<file path="src/rtl/ckdv_pkg.sv">
package ckdv_pkg;
    localparam int CNT_W   = 6;
    localparam int RATIO_W = CNT_W + 1;
    localparam int WORD_W  = 2 * CNT_W + 3;

    typedef struct packed {
        logic             noupd;
        logic             byp;
        logic             half_sel;
        logic [CNT_W-1:0] hi;
        logic [CNT_W-1:0] lo;
    } ckdv_word_t;

    typedef enum logic [1:0] {
        ST_LOCKED   = 2'd0,
        ST_WAIT_END = 2'd1,
        ST_SETTLE   = 2'd2
    } ckdv_state_t;
endpackage

</file>
<file path="src/rtl/ckdv_ctrl.sv">
module ckdv_ctrl
    import ckdv_pkg::*;
#(
    parameter int LOCK_CYCLES = 16
) (
    input  logic       clk,
    input  logic       rst_n,
    input  logic       wr_en,
    input  ckdv_word_t wr_word,
    input  logic       period_end,
    output ckdv_word_t shadow,
    output logic       apply,
    output logic       locked
);
    localparam int SET_W = $clog2(LOCK_CYCLES + 1);
    localparam logic [SET_W-1:0] SET_LAST = SET_W'(LOCK_CYCLES - 1);

    ckdv_state_t      state, state_nxt;
    logic [SET_W-1:0] settle_cnt;
    logic             trigger;

    assign trigger = wr_en && !wr_word.noupd;

    // shadow copy of the control word
    always_ff @(posedge clk or negedge rst_n) begin
        if (!rst_n) begin
            shadow     <= '0;
            shadow.byp <= 1'b1;
        end else if (wr_en) begin
            shadow <= wr_word;
        end
    end

    // next-state logic
    always_comb begin
        state_nxt = state;
        unique case (state)
            ST_LOCKED:   if (trigger) state_nxt = ST_WAIT_END;
            ST_WAIT_END: if (!trigger && period_end) state_nxt = ST_SETTLE;
            ST_SETTLE: begin
                if (trigger)                     state_nxt = ST_WAIT_END;
                else if (settle_cnt == SET_LAST) state_nxt = ST_LOCKED;
            end
            default:     state_nxt = ST_LOCKED;
        endcase
    end

    // state register
    always_ff @(posedge clk or negedge rst_n) begin
        if (!rst_n) state <= ST_LOCKED;
        else        state <= state_nxt;
    end

    // settle window counter
    always_ff @(posedge clk or negedge rst_n) begin
        if (!rst_n)                  settle_cnt <= '0;
        else if (state == ST_SETTLE) settle_cnt <= settle_cnt + 1'b1;
        else                         settle_cnt <= '0;
    end

    // outputs
    always_comb begin
        locked = (state == ST_LOCKED);
        apply  = (state == ST_WAIT_END) && period_end && !trigger;
    end

    a_r7_lock_drops: assert property (@(posedge clk) disable iff (!rst_n)
        trigger |=> !locked);
    a_r6_noupd_keeps_lock: assert property (@(posedge clk) disable iff (!rst_n)
        (wr_en && wr_word.noupd && locked) |=> locked);
    a_r9_full_settle: assert property (@(posedge clk) disable iff (!rst_n)
        $rose(locked) |-> $past(settle_cnt) == SET_LAST);
endmodule

</file>
<file path="src/rtl/ckdv_gen.sv">
module ckdv_gen
    import ckdv_pkg::*;
(
    input  logic       clk,
    input  logic       rst_n,
    input  logic       apply,
    input  ckdv_word_t new_word,
    output logic       period_end,
    output logic       clk_out
);
    logic [CNT_W-1:0]   act_lo, act_hi;
    logic               act_half, act_byp, new_byp;
    logic [RATIO_W-1:0] ratio, cnt, cnt_nxt;
    logic               div_q, div_n;

    always_comb begin
        ratio      = {1'b0, act_lo} + {1'b0, act_hi};
        period_end = act_byp || (cnt == ratio - 1'b1);
        cnt_nxt    = period_end ? '0 : cnt + 1'b1;
        new_byp    = new_word.byp || (new_word.lo == '0) || (new_word.hi == '0);
    end

    always_ff @(posedge clk or negedge rst_n) begin
        if (!rst_n) begin
            act_lo   <= '0;
            act_hi   <= '0;
            act_half <= 1'b0;
            act_byp  <= 1'b1;
            cnt      <= '0;
            div_q    <= 1'b0;
        end else if (apply) begin
            act_lo   <= new_word.lo;
            act_hi   <= new_word.hi;
            act_half <= new_word.half_sel;
            act_byp  <= new_byp;
            cnt      <= '0;
            div_q    <= !new_byp;
        end else if (act_byp) begin
            cnt   <= '0;
            div_q <= 1'b0;
        end else begin
            cnt   <= cnt_nxt;
            div_q <= (cnt_nxt < {1'b0, act_hi});
        end
    end

    // half-cycle delayed copy for odd ratios
    always_ff @(negedge clk or negedge rst_n) begin
        if (!rst_n) div_n <= 1'b0;
        else        div_n <= div_q;
    end

    assign clk_out = act_byp ? clk : (act_half ? (div_q | div_n) : div_q);

    a_r8_apply_at_period_end: assert property (@(posedge clk) disable iff (!rst_n)
        apply |-> period_end);
    a_r3_cnt_in_range: assert property (@(posedge clk) disable iff (!rst_n)
        !act_byp |-> cnt < ratio);
endmodule

</file>
<file path="src/rtl/ckdv_top.sv">
module ckdv_top
    import ckdv_pkg::*;
#(
    parameter int LOCK_CYCLES = 16
) (
    input  logic        clk_in,
    input  logic        rst_n,
    input  logic        wr_en,
    input  logic [31:0] wr_data,
    input  logic        rd_sel,
    output logic [31:0] rd_data,
    output logic        clk_out,
    output logic        locked
);
    ckdv_word_t wr_word, shadow;
    logic       apply, period_end;

    assign wr_word = ckdv_word_t'(wr_data[WORD_W-1:0]);

    ckdv_ctrl #(.LOCK_CYCLES(LOCK_CYCLES)) u_ctrl (
        .clk        (clk_in),
        .rst_n      (rst_n),
        .wr_en      (wr_en),
        .wr_word    (wr_word),
        .period_end (period_end),
        .shadow     (shadow),
        .apply      (apply),
        .locked     (locked)
    );

    ckdv_gen u_gen (
        .clk        (clk_in),
        .rst_n      (rst_n),
        .apply      (apply),
        .new_word   (shadow),
        .period_end (period_end),
        .clk_out    (clk_out)
    );

    assign rd_data = rd_sel ? {31'b0, locked} : {{(32-WORD_W){1'b0}}, shadow};
endmodule

</file>
<file path="config.mk">
export PLATFORM = sky130hd
export DESIGN_NAME = ckdv_top
export DESIGN_NICKNAME = d
export VERILOG_FILES = /design/src/rtl/ckdv_pkg.sv /design/src/rtl/ckdv_ctrl.sv /design/src/rtl/ckdv_gen.sv /design/src/rtl/ckdv_top.sv
export SDC_FILE = /design/constraint.sdc
export NUM_CORES = 1
export LEC_CHECK = 0
export BUFFER_PORTS_ARGS = -buffer_cell sky130_fd_sc_hd__buf_2
export CAP_MARGIN = 15
export CORE_MARGIN = 2
export CORE_UTILIZATION = 29
export DETAILED_ROUTE_END_ITERATION = 16
export GPL_TIMING_DRIVEN = 1
export HOLD_SLACK_MARGIN = 0.06
export SYNTH_ARGS = -nofsm -noshare
export SYNTH_HDL_FRONTEND = slang
export SYNTH_SLANG_ARGS = --single-unit
</file>
<file path="constraint.sdc">
create_clock -name clk_in -period 11 [get_ports clk_in]
set_input_delay 1.65 -clock clk_in [delete_from_list [all_inputs] [get_ports clk_in]]
set_output_delay 1.65 -clock clk_in [all_outputs]
set_load 0.03 [all_outputs]
</file>
==> results.sh <==
export IMPL_status="complete, no violations"
export IMPL_wl_per_cell_um=11.57
export IMPL_synth_edff_count=0
export IMPL_intPower_uw=257.2
export IMPL_maxSlewHeadroom=0.3530
export IMPL_postSynthAreaPerCell_um2=10.52
export IMPL_wl_met2_mm=2.259
export IMPL_ys_async_sr_fraction=1.000
export IMPL_stdcell_area_mm2=0.003060
export IMPL_powerDensity_mw_per_mm2=113.3
export IMPL_synthMuxAreaShare=0.1383
export IMPL_min_path_type="reg2reg"
export IMPL_initial_core_util=0.2965
export IMPL_ir_worst_vdd_mv=0.09876
export IMPL_gp_congestion=0.7862
export IMPL_totalWireLength_mm=4.707
export IMPL_core_area_mm2=0.009153
export IMPL_fin_setup_tns_ns=0
export IMPL_worstMarginPinSlew_ns=0.9705
export IMPL_synth_top_area_cell="dfrtp_1"
export IMPL_wl_met1_mm=2.172
export IMPL_hold_viol=0
export IMPL_start_kind="flip-flop"
export IMPL_slew_viol_final=0
export IMPL_cp_arrival_ns=6.72
export IMPL_rows=35
export IMPL_synthTopCellsByArea="dfrtp_1, ha_1, mux2_2"
export IMPL_fin_skew_ns=0.01885
export IMPL_final_util=0.3344
export IMPL_power_share_combinational=0.115
export IMPL_syn_area_mm2=0.002714
export IMPL_yosys_area_share_simple=0.1319
export IMPL_hold_slack_ns=0.4692
export IMPL_post_dp_hpwl_mm=3.602
export IMPL_ioPinCount=70
export IMPL_sw_frac_of_total=0.2583
export IMPL_grt_antenna_before_repair=0
export IMPL_clk_pin_slew_ns=0.08
export IMPL_cts_tree="done"
export IMPL_power_leakage_nw=1.474
export IMPL_synthCells=258
export IMPL_synth_compound_area_frac=0.06731
export IMPL_via_per_inst=4.388
export IMPL_yosys_warnings=0
export IMPL_synthTopCellsByCount="dfrtp_1, inv_1, nor2_1"
export IMPL_highest_layer="met4"
export IMPL_diodes=0
export IMPL_power_switching_uw=89.59
export IMPL_rsz0062_at_grt="no"
export IMPL_grt_use_total=0.1040
export IMPL_p_clk_frac=0.376
export IMPL_synth_flop_cell="dfrtp_1"
export IMPL_setup_violations=0
export IMPL_drv_cap=0
export IMPL_fin_nets=352
export IMPL_cp_required_ns=9.35
export IMPL_netlist_area_leader_share=0.3873
export IMPL_first_pass_iters=6
export IMPL_synth_most_common_cell="dfrtp_1"
export IMPL_drc=0
export IMPL_synth_top_family_by_area="multiplexers"
export IMPL_worstSkewPairLatency_ns=0.41
export IMPL_drive_above_1_share=0.2770
export IMPL_area_delta_synth_final_pct=12.77
export IMPL_cts_resized=0
export IMPL_grt_overflow=0
export IMPL_num_vias=1786
export IMPL_die_w_um=100.7
export IMPL_die_h_um=100.7
export IMPL_ys_seq_area_frac=0.4159
export IMPL_grt_max_degree=46
export IMPL_dr_first_iter_drc_count=35
export IMPL_synth_xor_area_frac=0.05164
export IMPL_criticalPathCategory="reg2out"
export IMPL_grt_pass1_vias=1770
export IMPL_placed_area_mm2=0.002929
export IMPL_antenna_left=0
export IMPL_cts_hold_buf=0
export IMPL_wl_met3_um=185
export IMPL_yosysUniqueCellTypes=45
export IMPL_grt_pass1_wl_mm=8.128
export IMPL_synth_adder_area_share=0.09497
export IMPL_post_cts_buffers=0
export IMPL_power_share_sequential=0.509
export IMPL_io_buffers=35
export IMPL_yosys_register_bits=45
export IMPL_fp_dieArea_mm2=0.01015
export IMPL_crit_fanout=1
export IMPL_worstSetupEndpointType="output port"
## routing by layer
layer | vias up | global-route usage
met2 | 46 | 0.1626
met3 | 6 | 0.02913
li1 | 894 | -
met4 | 0 | 0.06006
met1 | 840 | 0.1284
met5 | - | 0
## per-stage QoR
step	std cells	total power [mW]	setup slack [ns]
3_3_place_gp	397	0.2199	3.084
2_1_floorplan	274	0.2111	2.752
4_1_cts	407	0.3527	2.574
5_1_grt	407	0.3648	2.482
6_report	407	0.3468	2.627
3_5_place_dp	397	0.2202	3.069
## worst max-delay path, stage by stage, from the launching register on
cell and delay (ns):
dfrtn_1 0.39, a21oi_1 0.05, o21ai_0 0.15, buf_2 0.22
## final timing paths
kind                                      start                    to  slack (ns)  cells past startpoint
setup / recovery                    u_gen.div_n               clk_out        2.63                      3
hold / removal             u_ctrl.settle_cnt[0]  u_ctrl.settle_cnt[0]        0.47                      1
setup reg to reg                    u_gen.div_q           u_gen.div_n        4.98                      0
hold reg to reg            u_ctrl.settle_cnt[0]  u_ctrl.settle_cnt[0]        0.47                      1
max in group asynchronous                 rst_n           u_gen.div_n        3.61                      1
min in group asynchronous                 rst_n  u_ctrl.settle_cnt[2]        1.40                      1
## power groups by stage
stage                 registers [mW]  clock network, mW  logic [mW]
after CTS                      0.177              0.136      0.0406
final                          0.176              0.130      0.0400
after global routing           0.178              0.144      0.0433
## cell families after synthesis
| logic type | after synthesis |
|---|---|
| simple gates | 69 |
| flops | 45 |
| other cells | 1 |
| fa+ha+maj | 20 |
| compound gates | 25 |
| mux | 30 |
| xor+xnor | 16 |
| buf+inv | 52 |
## final cells by class
| cell class | count | area, um2 |
|---|---|---|
| clock inverters | 1 | 7.507 |
| inverters | 29 | 108.9 |
| fillers | 916 | 6092 |
| clock buffers | 10 | 128.9 |
| flip-flops and latches | 45 | 1129 |
| repair buffers | 34 | 170.2 |
| multi-input cells | 177 | 1378 |
| well taps | 111 | 138.9 |
## cells in the final DEF, fill, tap and decap left out, types with 2 or more instances in the layout
cell type	instances
dfrtp_1	42
nand2b_1	2
a21oi_1	8
or2_2	2
nand2_1	5
mux2_2	20
xnor2_1	10
conb_1	17
o21ai_0	5
buf_2	35
a211oi_4	2
mux2_4	10
nor2_1	26
nor3_1	3
nand3_1	4
xor2_1	6
nor2b_1	17
or4_1	2
ha_1	19
clkbuf_8	9
inv_1	29
dfstp_2	2
## state kept, by name (all words and copies together), names as in the netlist
| signal | count |
|---|---|
| u_ctrl.settle_cnt | 5 |
| u_gen.act_byp | 1 |
| u_gen.div_q | 1 |
| u_ctrl.state | 2 |
| u_gen.cnt | 7 |
| u_ctrl.shadow | 15 |
| u_gen.act_lo | 6 |
| u_gen.div_n | 1 |
| u_gen.act_half | 1 |
| u_gen.act_hi | 6 |
No activity file was read; power rests on OpenSTA's default activity.
